===== src/rtl/cal_seq_pkg.sv =====
package cal_seq_pkg;
  localparam int NUM_CAL  = 2;
  localparam int SEL_W    = 1;
  localparam int CAL_IQ   = 0;
  localparam int CAL_TEMP = 1;

  typedef enum logic [1:0] {CS_WAIT, CS_RUN, CS_DONE} cal_state_e;
  typedef enum logic [1:0] {SQ_IDLE, SQ_MEAS, SQ_POST} seq_state_e;

  function automatic int first_set(input logic [NUM_CAL-1:0] en);
    int r;
    r = 0;
    for (int i = NUM_CAL - 1; i >= 0; i--) begin
      if (en[i]) r = i;
    end
    return r;
  endfunction
endpackage


===== src/rtl/cal_seq_popcnt.sv =====
module cal_seq_popcnt #(
  parameter int W = 3,
  localparam int CW = $clog2(W + 1)
) (
  input  logic [W-1:0]  bits_i,
  output logic [CW-1:0] count_o
);
  always_comb begin
    count_o = '0;
    for (int i = 0; i < W; i++) begin
      count_o = count_o + CW'(bits_i[i]);
    end
  end
endmodule


===== src/rtl/cal_seq_cnt.sv =====
module cal_seq_cnt #(
  parameter int LIMIT = 4
) (
  input  logic clk,
  input  logic rst,
  input  logic clr_i,
  input  logic inc_i,
  output logic last_o
);
  localparam int CW = $clog2(LIMIT + 1);
  logic [CW-1:0] cnt_q;

  assign last_o = (cnt_q == CW'(LIMIT - 1));

  always_ff @(posedge clk) begin
    if (rst || clr_i) cnt_q <= '0;
    else if (inc_i && !last_o) cnt_q <= cnt_q + 1'b1;
  end
endmodule


===== src/rtl/cal_seq_gobit.sv =====
module cal_seq_gobit (
  input  logic clk,
  input  logic rst,
  input  logic set_i,
  input  logic fin_i,
  output logic go_o
);
  always_ff @(posedge clk) begin
    if (rst) go_o <= 1'b0;
    else if (set_i) go_o <= 1'b1;
    else if (fin_i) go_o <= 1'b0;
  end
endmodule


===== src/rtl/cal_seq.sv =====
module cal_seq
  import cal_seq_pkg::*;
#(
  parameter int SAMPLES = 4,
  parameter int CHAINS = 3,
  parameter int LOG_W = 4,
  parameter logic [LOG_W-1:0] LOG_COUNT = 4'd9,
  parameter logic [NUM_CAL-1:0] TYPE_EN = 2'b11
) (
  input  logic              clk,
  input  logic              rst,
  input  logic              init_i,
  input  logic              meas_fin_i,
  input  logic [CHAINS-1:0] rx_chain_mask_i,
  output logic              go_o,
  output logic [SEL_W-1:0]  cal_sel_o,
  output logic [LOG_W-1:0]  log_cnt_o,
  output logic              collect_o,
  output logic              acc_clr_o,
  output logic              post_o,
  output logic [1:0]        chains_o,
  output logic              done_o,
  output logic [NUM_CAL-1:0] valid_o
);
  localparam int CCW = $clog2(CHAINS + 1);
  localparam int FIRST = first_set(TYPE_EN);
  localparam logic [SEL_W-1:0] FIRST_SEL = SEL_W'(FIRST);
  localparam bit ANY_EN = |TYPE_EN;

  seq_state_e st;
  logic [SEL_W-1:0] cur, nxt;
  cal_state_e tst [NUM_CAL];
  logic accept_init, meas_end, chain, launch_new, launch, last_sample;
  logic [CCW-1:0] pop;

  // Control decode
  assign accept_init = (st == SQ_IDLE) && init_i;
  assign meas_end    = (st == SQ_MEAS) && !go_o;
  assign nxt         = (cur == SEL_W'(NUM_CAL - 1)) ? '0 : cur + 1'b1;
  assign chain       = (st == SQ_POST) && (tst[nxt] == CS_WAIT);
  assign launch_new  = (accept_init && ANY_EN) || chain;
  assign launch      = launch_new || (meas_end && !last_sample);

  cal_seq_popcnt #(.W(CHAINS)) u_pop (
    .bits_i (rx_chain_mask_i),
    .count_o(pop)
  );

  cal_seq_cnt #(.LIMIT(SAMPLES)) u_cnt (
    .clk   (clk),
    .rst   (rst),
    .clr_i (launch_new),
    .inc_i (meas_end),
    .last_o(last_sample)
  );

  cal_seq_gobit u_go (
    .clk  (clk),
    .rst  (rst),
    .set_i(launch),
    .fin_i(meas_fin_i),
    .go_o (go_o)
  );

  // Per-type state and valid flag
  for (genvar g = 0; g < NUM_CAL; g++) begin : g_type
    localparam logic [SEL_W-1:0] GS = SEL_W'(g);
    cal_state_e ts_q;
    logic       v_q;
    always_ff @(posedge clk) begin
      if (rst) begin
        ts_q <= CS_DONE;
        v_q  <= 1'b0;
      end else if (accept_init) begin
        v_q <= 1'b0;
        if (ANY_EN && g == FIRST) ts_q <= CS_RUN;
        else if (TYPE_EN[g])      ts_q <= CS_WAIT;
        else                      ts_q <= CS_DONE;
      end else if (st == SQ_POST && cur == GS) begin
        ts_q <= CS_DONE;
        v_q  <= 1'b1;
      end else if (chain && nxt == GS) begin
        ts_q <= CS_RUN;
      end
    end
    assign tst[g]     = ts_q;
    assign valid_o[g] = v_q;
  end

  // Sequencer and strobes
  always_ff @(posedge clk) begin
    if (rst) begin
      st        <= SQ_IDLE;
      cur       <= '0;
      collect_o <= 1'b0;
      post_o    <= 1'b0;
      acc_clr_o <= 1'b0;
      done_o    <= 1'b0;
      chains_o  <= '0;
    end else begin
      collect_o <= meas_end;
      post_o    <= (st == SQ_POST);
      acc_clr_o <= launch_new;
      done_o    <= ((st == SQ_POST) && !chain) || (accept_init && !ANY_EN);
      if (st == SQ_POST) chains_o <= 2'(pop);
      if (launch_new) cur <= chain ? nxt : FIRST_SEL;
      unique case (st)
        SQ_IDLE: if (accept_init && ANY_EN) st <= SQ_MEAS;
        SQ_MEAS: if (meas_end && last_sample) st <= SQ_POST;
        SQ_POST: st <= chain ? SQ_MEAS : SQ_IDLE;
        default: st <= SQ_IDLE;
      endcase
    end
  end

  assign cal_sel_o = cur;
  assign log_cnt_o = (go_o && cur == SEL_W'(CAL_IQ)) ? LOG_COUNT : '0;
endmodule


===== config.mk =====
export PLATFORM = sky130hd
export DESIGN_NAME = cal_seq
export DESIGN_NICKNAME = d
export VERILOG_FILES = /design/src/rtl/cal_seq_pkg.sv /design/src/rtl/cal_seq_popcnt.sv /design/src/rtl/cal_seq_cnt.sv /design/src/rtl/cal_seq_gobit.sv /design/src/rtl/cal_seq.sv
export SDC_FILE = /design/constraint.sdc
export NUM_CORES = 1
export LEC_CHECK = 0
export BUFFER_PORTS_ARGS = -buffer_cell sky130_fd_sc_hd__clkbuf_2
export CELL_PAD_IN_SITES_DETAIL_PLACEMENT = 1
export CELL_PAD_IN_SITES_GLOBAL_PLACEMENT = 2
export CORE_ASPECT_RATIO = 0.7
export CORE_UTILIZATION = 27
export CTS_CLUSTER_SIZE = 14
export DETAILED_ROUTE_END_ITERATION = 6
export GPL_TIMING_DRIVEN = 1
export HOLD_SLACK_MARGIN = 0.12
export PLACE_DENSITY = 0.83
export SYNTH_ARGS = -nofsm -noshare
export SYNTH_HDL_FRONTEND = slang
export SYNTH_SLANG_ARGS = --single-unit

===== constraint.sdc =====
create_clock -name clk -period 1.8 [get_ports clk]
set_clock_uncertainty 0.15 [all_clocks]
set_input_delay 0 -clock clk [delete_from_list [all_inputs] [get_ports clk]]
set_output_delay 0 -clock clk [all_outputs]
set_load 0.02 [all_outputs]

== Yosys cells after proc, flatten, opt, wreduce, memory -nomap -nowiden ==
Cells that the tools add are included.

* Output and inout port bits: 14
* Word-level logic and storage cells: 70
* Flip-flop bits (word level): 19

* Add/subtract/negate cells: 4
* Reduce and logical (&&, ||, !) cells: 25
* Bitwise logic cells: 3
* $lt $le $gt $ge: 1
* Muxes and demuxes: 18
* Eq/ne operators: 5

{| class="wikitable"
|+ Operator list
! kind !! count
|-
| 2-bit 2-to-1 mux || 11
|-
| 1-bit logical AND || 11
|-
| 2-bit one-hot mux with 3 select lines || 1
|-
| 3-bit nonzero test || 2
|-
| 1-bit 2-to-1 mux || 5
|-
| 2-bit zero test || 2
|-
| 4-bit 2-to-1 mux || 1
|-
| 3-bit by 1-bit adder with 3-bit output, second input constant || 1
|-
| 3-bit by 2-bit equality test with 1-bit output, second input constant || 1
|-
| 1-bit zero test || 3
|-
| 1-bit logical OR || 3
|-
| 3-bit OR reduction || 1
|-
| 1-bit by 1-bit adder with 2-bit output || 1
|-
| 2-bit by 1-bit adder with 2-bit output || 1
|-
| 2-bit by 1-bit equality test with 1-bit output, second input constant || 1
|-
| 2-bit equality test, second input constant || 1
|-
| 2-bit >= comparator, second input constant || 1
|-
| 2-bit by 1-bit != test with 1-bit output, second input constant || 1
|-
| 2-bit != test, second input constant || 1
|-
| 1-bit NOT || 2
|-
| 1-bit NOT with 2-bit output || 1
|-
| 2-bit AND reduction || 1
|-
| 2-bit nonzero test || 1
|-
| 2-bit OR reduction || 1
|-
| 1-bit adder, second input constant || 1
|}

== Depth between registers and ports, before layout ==
Gate-level depths: netlist (run 1).

* Depth in word-level cells: 12
* Gate-level depth with buffers: 5

== Modules after synthesis ==
A second synthesis (run 1) with hierarchy kept.

* Cells, all modules: 84
* Area total of the unflattened synthesis: 812.0 sq um

{| class="wikitable"
|+ Modules (own cells, without submodules)
! module !! cells each !! times used !! area each (sq um)
|-
| cal_seq || 66 || 1 || 600.6
|-
| cal_seq_cnt || 13 || 1 || 152.6
|-
| cal_seq_gobit || 4 || 1 || 38.8
|-
| cal_seq_popcnt || 1 || 1 || 20.0
|}

== Least setup slack after synthesis (run 1) ==
Ideal clock, no wire load.

* Path kind: reg2reg
* Start: register u_cnt.cnt_q[0]
* End: register u_cnt.cnt_q[1]
* Clock period less this slack: 1.809 ns
* Data arrival time: 1.543 ns
* Stages on the path, launching flop included: 6
* Setup slack: -0.009 ns
* Data required time: 1.534 ns
* Library setup time: 0.116 ns
* Cells stage by stage: dfxtp_1 -> ha_1 -> ha_1 -> nor4b_4 -> mux2_2 -> and3_1

* Word-level cells in the longest chain between the ends: 3
* Elaborated cells between the ends (all ways): 4
* Those cells by class: add/sub (1); eq/ne (1); reduce/logical (2)

{| class="wikitable"
|+ Ends and longest elaborated chain
! what !! RTL line !! RTL
|-
| start: declaration || cal_seq_cnt.sv:11 || <nowiki>logic [CW-1:0] cnt_q;</nowiki>
|-
| start signal: assignment || cal_seq_cnt.sv:17 || <nowiki>else if (inc_i && !last_o) cnt_q <= cnt_q + 1'b1;</nowiki>
|-
| branches (longest 3 deep; another with 3-bit by 1-bit adder with 3-bit output) || n/a ||
|}

Several ways; the timed one is not identified.
A chain may end at the register's enable or synchronous reset.

== Worst setup path in the final report (run 1) ==
Ends and elaborated chain as after synthesis.

==> results of run 1 <==
## final timing paths
check | start | endpoint | cells past startpoint
max reg2reg | u_cnt.cnt_q[0]$_SDFFE_PP0P_ | u_cnt.cnt_q[1]$_SDFFE_PP0P_ | 5
max | u_cnt.cnt_q[0]$_SDFFE_PP0P_ | u_cnt.cnt_q[1]$_SDFFE_PP0P_ | 5
min reg2reg | chains_o[0]$_SDFFE_PP0N_ | chains_o[0]$_SDFFE_PP0N_ | 2
min | init_i | acc_clr_o$_SDFF_PP0_ | 3
## final cells by class
class / count / share of cell area [%]
well taps: 36 / 4.49
inverters: 5 / 1.87
multi-input cells: 47 / 36.0
flip-flops and latches: 19 / 38.2
repair buffers: 24 / 15.0
clock buffers: 4 / 4.49
## through the flow
stage / power (uW) / cells / utilization (%) / hold WS (ns)
6_report: 840 / 135 / 35.8 / 0.152
5_1_grt: 889 / 135 / 35.8 / 0.206
4_1_cts: 851 / 135 / 35.4 / 0.173
2_1_floorplan: 524 / 79 / - / -0.0657
3_3_place_gp: 548 / 126 / 32.1 / 0.219
3_5_place_dp: 550 / 126 / 32.1 / 0.235
## registers in the layout, summed over array words and instances, names as in the netlist
register and flops:
done_o 1, collect_o 1, chains_o 2, cal_sel_o 1, post_o 1, acc_clr_o 1, g_type.ts_q 4, st 2
u_go.go_o 1, g_type.v_q 2, u_cnt.cnt_q 3
## worst min-delay path, cell delays in order
cell                       delay (ns)
sky130_fd_sc_hd__clkbuf_2        0.08
sky130_fd_sc_hd__or3b_1          0.31
sky130_fd_sc_hd__a21oi_1         0.11
## timing repair
item	CTS	global route
hold endpoints to repair	13	0
resized for setup	0	5
hold buffers	5	0
setup endpoints to repair	0	4
## layer usage
metal | track usage, % | share of wire, % | vias up
li1 | - | - | 304
met1 | 16.9 | 50 | 295
met3 | 5.00 | 4.4 | 2
met4 | 4.26 | 0.67 | 0
met2 | 15.8 | 45 | 11
met5 | 0 | 0 | -
## logic make-up (layout without fill, tap and decap cells)
kind of cell / count (synthesis) / after routing / share of synthesized area [%]
AND/OR/NAND/NOR: 23 / 23 / 19.5
flip-flops: 19 / 19 / 47.7
AO/OA/AOI/OAI: 17 / 17 / 15.4
buffers and inverters: 13 / 33 / 8.79
adder cells (fa/ha/maj): 3 / 3 / 5.65
other: 1 / 2 / 0.471
XOR/XNOR: 1 / 1 / 1.10
multiplexers: 1 / 1 / 1.41
## power groups by stage
| stage | registers (uW) | clock network [uW] | logic, uW |
|---|---|---|---|
| 3_3_place_gp | 457 | 0 | 90.7 |
| 2_1_floorplan | 461 | 0 | 63.5 |
| 4_1_cts | 449 | 301 | 102 |
| 5_1_grt | 450 | 325 | 114 |
| 6_report | 448 | 289 | 102 |
| 3_5_place_dp | 458 | 0 | 91.4 |
## Yosys cell counts, drive strengths merged
cell    instances  area (sq um)
and2            1          6.26
nand2           5          18.8
nor3            2          15.0
a311oi          1          8.76
a21oi           6          30.0
o21a            1          7.51
nor2            4          15.0
clkbuf          2          8.75
nor3b           1          7.51
nor4b           1          23.8
nand2b          2          12.5
o21ai           1          8.76
nor4            1          6.26
or2b            1          7.51
a31oi           2          12.5
ha              2          25.0
a221o           1          10.0
mux2            1          11.3
a32o            1          10.0
a211o           1          8.76
dfxtp          19           380
conb            1          3.75
or3b            1          8.76
xor2            1          8.76
a211oi          1          7.51
buf             6          42.5
and2b           1          7.51
o2111a          1          11.3
and3            2          12.5
a21o            1          7.51
fa              1          20.0
nor2b           1          13.8
inv             5          18.8
## placed cells by master (no fill, tap or decap), types with 2 or more instances in the layout
master                          count
sky130_fd_sc_hd__clkbuf_2          18
sky130_fd_sc_hd__nor2_1             4
sky130_fd_sc_hd__dlygate4sd3_1      4
sky130_fd_sc_hd__a31oi_1            2
sky130_fd_sc_hd__dfxtp_2            2
sky130_fd_sc_hd__clkbuf_8           3
sky130_fd_sc_hd__inv_1              5
sky130_fd_sc_hd__conb_1             2
sky130_fd_sc_hd__nand2b_1           2
sky130_fd_sc_hd__dfxtp_1           17
sky130_fd_sc_hd__a21oi_1            5
sky130_fd_sc_hd__and3_1             2
sky130_fd_sc_hd__nand2_1            5
==> reports/summary.md, run 1 <==
The die is 66.9 um wide. The final-stage net count came out at 110. The CTS root buffer is sky130_fd_sc_hd__clkbuf_8.

In the finished design, the share of the clock period the worst path needs comes to 96.9%. The worst setup path is of the reg2reg kind. Port buffering added 18 buffers. In the final layout, the share of cells above drive strength 1 is 32.3%. Entering global routing, the biggest net connects 14 pins.

For the reported net switching power, the log shows 198 uW. The final critical-path setup slack was 0.0560 ns; the number of CTS-inserted buffers was 3. Cell internal power was estimated by the tool at 642 uW. The path class of the tightest hold or removal check is in2reg. For the DRC violation total after the first TritonRoute iteration, the log shows 13. STA classifies the critical path endpoint as a flop. Setup repair after global routing left no endpoint under its margin. Summing all flip-flop and latch instances after layout gives 383 sq um. A synthesized cell averages 10.2 sq um. Traced cell by cell, the critical path runs through ha_1 -> ha_2 -> nor4b_4 -> mux2_4 -> and3_1. The share of total power dissipated in combinational logic is 12.2%. Of all nets on the critical path, the largest fanout is 3.

Final hold violation count: 0. The flow ran to the end, and the final reports show no timing, DRC or antenna violations. For the area enclosed by the die boundary, the log shows 3180 sq um. The clock net in this run drives a total of 19 sinks.

Dividing total power by cell area gives a power density of 837 nW/um^2. The part of the Yosys area used for sequential elements is 47.7%. Among cell families on the critical path, the largest total delay comes from simple AND/OR/NAND/NOR gates.

The filler cell count was 345; the distinct cell type count after synthesis was 36. The first global-routing pass estimated 2660 um of wire. The number of DRC violations after detailed routing was 0. The worst setup path is launched from a flop. Net switching is 23.6% of the power. The run gives 362 sq um as the combined area of the multi-input logic cells. Sequential cells burn 53.4% of the power. The number of primary I/O pins was 21. Post-placement setup slack: 0.0104 ns. Power share of the clock group: 34.4%.

The total number of vias came out at 612. The setup fix buffers added after clock tree synthesis was 0. The initial utilization of the core area, before any placement, comes to 28.4%. The routed wire length was 1640 um; the final cell area excluding filler cells was 1000 sq um. The H-tree level count was 1; the height of the die was 47.5 um.

The logs give 0 for the count of warnings emitted by yosys and 2800 sq um for the area of the core region. The wire-length estimate of the detail-placed layout is 1180 um. For this run, the slowest stage of the critical path takes 0.33 ns.

At the later pin of the worst-skew pair, clock insertion delay measures 0.25 ns. The largest individual stage delay along the critical path comes from the cell sky130_fd_sc_hd__dfxtp_2. TritonCTS built the clock tree. The run gives 580 as the number of global-route vias before repair. Antenna cell count: 0.

The area of the mapped netlist came out at 797 sq um. The maximum vdd drop came out at 0.527 mV. Setup violations remaining at the end of the flow were counted as 0.

The number of nets with antenna violations after routing was 0; the number of rows created at floorplan was 16. The highest clock rate is 0.573 GHz. The synthesized netlist cell count was 78.

The clock-pin transition on the worst setup and hold timing paths was 0.07 ns; the buffers plus inverters on the worst setup path was 0. Setup total negative slack on the finished layout was measured at 0 ns. STA puts the critical path data arrival time at 1.74 ns. In the routed layout, each cell is associated on average with a via count of 4.53. Final critical path time including I/O delays and setup: 1.74 ns.

For this design the static power due to leakage is 0.000457 uW. The iteration count of the initial detailed-routing pass was 3; the total cell area at the placement stage was 898 sq um. The tools report the number of antenna violations at the first check in global routing as 0.

Counting flops and latches in the post-synthesis netlist gives 19. Max-slew violation total from the final report: 0. For this run, the total global-route usage over all layers was measured as 11.9%. Max-cap violations in this run came to 0. The tools report the aggregate global routing overflow as 0.

The clock passes through at most 2 buffers. The per-cell routed wire length came out at 12.1 um. For the worst setup path, the data required time is 1.80 ns. The register-to-register setup slack is 0.06 ns, and the final weighted congestion in routability-driven placement is 0.727. Relative to the synthesized area, the layout overhead comes to 25.9%.
No activity file was read; power rests on OpenSTA's default activity.
==> run 2: changes to the inputs <==
clock period = 1.6 ns   (was 1.8 ns; I/O delays follow)
==> run 2 against run 1 <==
Compared with the run above: the flow now finishes with violations (negative setup slack); critical path depth stayed put; clock power up 15%; non-clock buffer count up 9; clock-buffer cell count did not move; first-iteration DRC count decreased by 15%; cell count increased by 6.7%; critical endpoint unchanged; highest routed layer is now met3.
==> reports/summary.md, run 2 (same netlist as run 1, synthesis figures left out) <==
The run finished, with violations left. The checks that failed: negative setup slack. The number of port buffers is 18 (unchanged). The number of clock sinks was 19 (unchanged).

The number of rows created at floorplan was 16 (unchanged). For the number of DRC violations after detailed routing, the log shows 0 (unchanged). The number of buffers between clock root and the deepest sink was 2 (unchanged); the final weighted congestion in routability-driven placement was 0.679 (-6.6%).

The via count normalized by instance count works out to 4.58 (+1.1%). The worst path required time is 1.60 ns (-0.20 ns). The area enclosed by the die boundary is 3180 sq um (unchanged), and the final critical-path setup slack is -0.0463 ns (-0.102 ns). The share of post-route cells with drive strength above 1 works out to 38.9% (+6.6 points). The iteration count of the initial detailed-routing pass was 4 (+1).

Broken down by cell family, the worst path's largest delay share belongs to simple AND/OR/NAND/NOR gates. The critical path is of the reg2reg type. Compared with the post-synthesis result, the final layout area differs by 38.1%. The period utilization works out to 103% (+6.0 points).

The tools report the initial standard-cell utilization of the core as 28.4% (unchanged). In this design, the critical path's most frequently occurring cell is sky130_fd_sc_hd__ha_4. The logs give 0.607 GHz (+5.9%) for the highest clock rate and 3 (unchanged) for the number of CTS-inserted buffers. The buffers plus inverters on the worst setup path was 0 (unchanged).

The number of nets with antenna violations after routing is 0 (unchanged). The kind of capture point of the worst setup path is a flop. The highest net fanout along the worst path was 2 (-1). The tools report the total number of vias as 660 (+7.8%). The H-tree level count is 1 (unchanged), and the final critical path time including I/O delays and setup is 1.65 ns (-0.0977 ns). TritonCTS built the clock tree. The half-perimeter wire length of the detailed placement result came out at 1310 um (+11%). DRC violation total after the first TritonRoute iteration: 11 (-2). The path class of the tightest hold or removal check is reg2reg. The total power divided by cell area is 878 nW/um^2 (+4.9%), and the share of power burned in registers is 52.1% (-1.3 points).

The largest registers in the layout are g_type.ts_q (4), u_cnt.cnt_q (3). The slowest stage of the critical path is the sky130_fd_sc_hd__dfxtp_2 cell. The run gives 914 um (+12%) as the post-route met1 wirelength. The run gives 1100 sq um (+9.7%) as the final cell area excluding filler cells. The register with the most flip-flops is g_type.ts_q. The antenna cell count was 0 (unchanged); the clock-pin transition on the worst setup and hold timing paths was 0.07 ns (about the same). The tools report the post-placement setup slack as -0.0664 ns (-0.0768 ns). The maximum vdd drop was 0.484 mV (-8.2%); the width of the die was 66.9 um (unchanged). The sum of met2 wire segment lengths after detailed routing was 850 um (+15%); the routed wire length was 1850 um (+13%). CTS root buffer: sky130_fd_sc_hd__clkbuf_8. The worst setup path is launched from a flop. The max-slew violation total from the final report came out at 0 (unchanged). The logs give 604 (+4.1%) for the number of global-route vias before repair and 330 (-4.3%) for the filler cell count. The switching part of the total came out at 24.2% (+0.57 points). For the final hold violation count, the log shows 0 (unchanged). The top metal layer carrying routed signals is met3.

The reported net switching power is 234 uW (+18%). For the total cell area at the placement stage, the log shows 976 sq um (+8.6%). The area of the core region is 2800 sq um (unchanged). The critical path goes through ha_4 -> ha_4 -> nor4b_4 -> mux2_4 -> and3_4. The overall fraction of global-route tracks in use was 12.5% (+0.63 points); the arrival time at the worst endpoint was 1.65 ns (-0.09 ns). The library cell used most frequently in the layout, excluding fill and tap cells, is sky130_fd_sc_hd__clkbuf_2. The flip-flop count of the largest register, all copies and words added was 4 (unchanged). The logs give 1 (+1) for the number of failing setup endpoints in the final timing report and 0 (unchanged) for the count of maximum capacitance violations. Leaving out fill and tap cells, the most frequent cells in the layout are sky130_fd_sc_hd__clkbuf_2 (18), sky130_fd_sc_hd__dfxtp_1 (17), sky130_fd_sc_hd__buf_4 (9), sky130_fd_sc_hd__a21oi_1 (6), sky130_fd_sc_hd__dlygate4sd3_1 (6). The aggregate global routing overflow was 0 (unchanged); the leakage power was 0.000491 uW (+7.3%).

For the routed length on met3, the log shows 89 um (+24%). The tools report the global-route wire length before repair as 2820 um (+6.0%). The number of primary I/O pins is 21 (unchanged). The run gives 0.25 ns (about the same) as the source-to-sink clock delay at the later pin of the worst-skew pair. The run gives 733 uW (+14%) as the design internal power. The final total power is 967 uW (+15%).

The pin count of the biggest net entering global routing was 14 (unchanged). Per-cell routed wire length: 12.9 um (+6.1%). The power share of the clock group came out at 34.2% (-0.2 points). The height of the die is 47.5 um (unchanged). For the number of antenna violations at the first check in global routing, the log shows 0 (unchanged).

The combinational share of power is 13.7% (+1.5 points). The final-stage net count was 119 (+8.2%). Setup repair after global routing could not meet its margin everywhere. The delay of the slowest cell on the worst path is 0.34 ns (about the same).
-- run 2: area by class of cell --
type	instances	area [sq um]	area share, %
Clock buffer	4	45.0	4.09
Inverter	5	18.8	1.70
Multi-Input combinational cell	47	392	35.6
Sequential cell	19	383	34.8
Tap cell	36	45.0	4.09
Timing Repair Buffer	33	218	19.8
-- run 2: worst reg2reg max path: cells and delay by family (launching register included) --
family / cells / cell delay (ns)
and+or+nand+nor: 2 / 0.40
DFF: 1 / 0.34
muxes: 1 / 0.33
adders and majority gates: 2 / 0.32
-- run 2: what timing repair did --
item	CTS	global route
hold buffers	5	1
resized for setup	0	3
hold endpoints to repair	12	2
buffers inserted	1	0
setup endpoints to repair	2	4
pin swaps	3	0
-- run 2: metrics by stage --
stage	TNS (ns)	util [%]	cells	hold WS, ns
3_5_place_dp	-0.0979	34.8	133	0.223
6_report	-0.0463	39.3	144	0.313
2_1_floorplan	-0.113	-	79	-0.0657
4_1_cts	-0.0449	38.5	143	0.139
3_3_place_gp	-0.0383	34.8	133	0.220
5_1_grt	-0.207	39.3	144	0.336
-- run 2: per-layer routing --
| metal | global-route usage (%) | up-vias |
|---|---|---|
| met5 | 0 | - |
| met4 | 1.28 | 0 |
| met3 | 4.52 | 0 |
| met2 | 19.8 | 14 |
| met1 | 17.0 | 325 |
| li1 | - | 321 |
-- run 2: power groups by stage --
stage	clock network, uW	registers, uW	logic, uW
floorplan	0	520	72.5
global placement	0	513	114
detailed placement	0	514	116
CTS	340	503	129
global route	362	507	143
finish	331	504	132
-- run 2: final timing paths --
check | from | end | slack, ns | cells past startpoint
setup / recovery | u_cnt.cnt_q[0]$_SDFFE_PP0P_ | u_cnt.cnt_q[1]$_SDFFE_PP0P_ | -0.05 | 5
hold / removal | chains_o[1]$_SDFFE_PP0N_ | chains_o[1]$_SDFFE_PP0N_ | 0.31 | 2
setup reg to reg | u_cnt.cnt_q[0]$_SDFFE_PP0P_ | u_cnt.cnt_q[1]$_SDFFE_PP0P_ | -0.05 | 5
hold reg to reg | chains_o[1]$_SDFFE_PP0N_ | chains_o[1]$_SDFFE_PP0N_ | 0.31 | 2
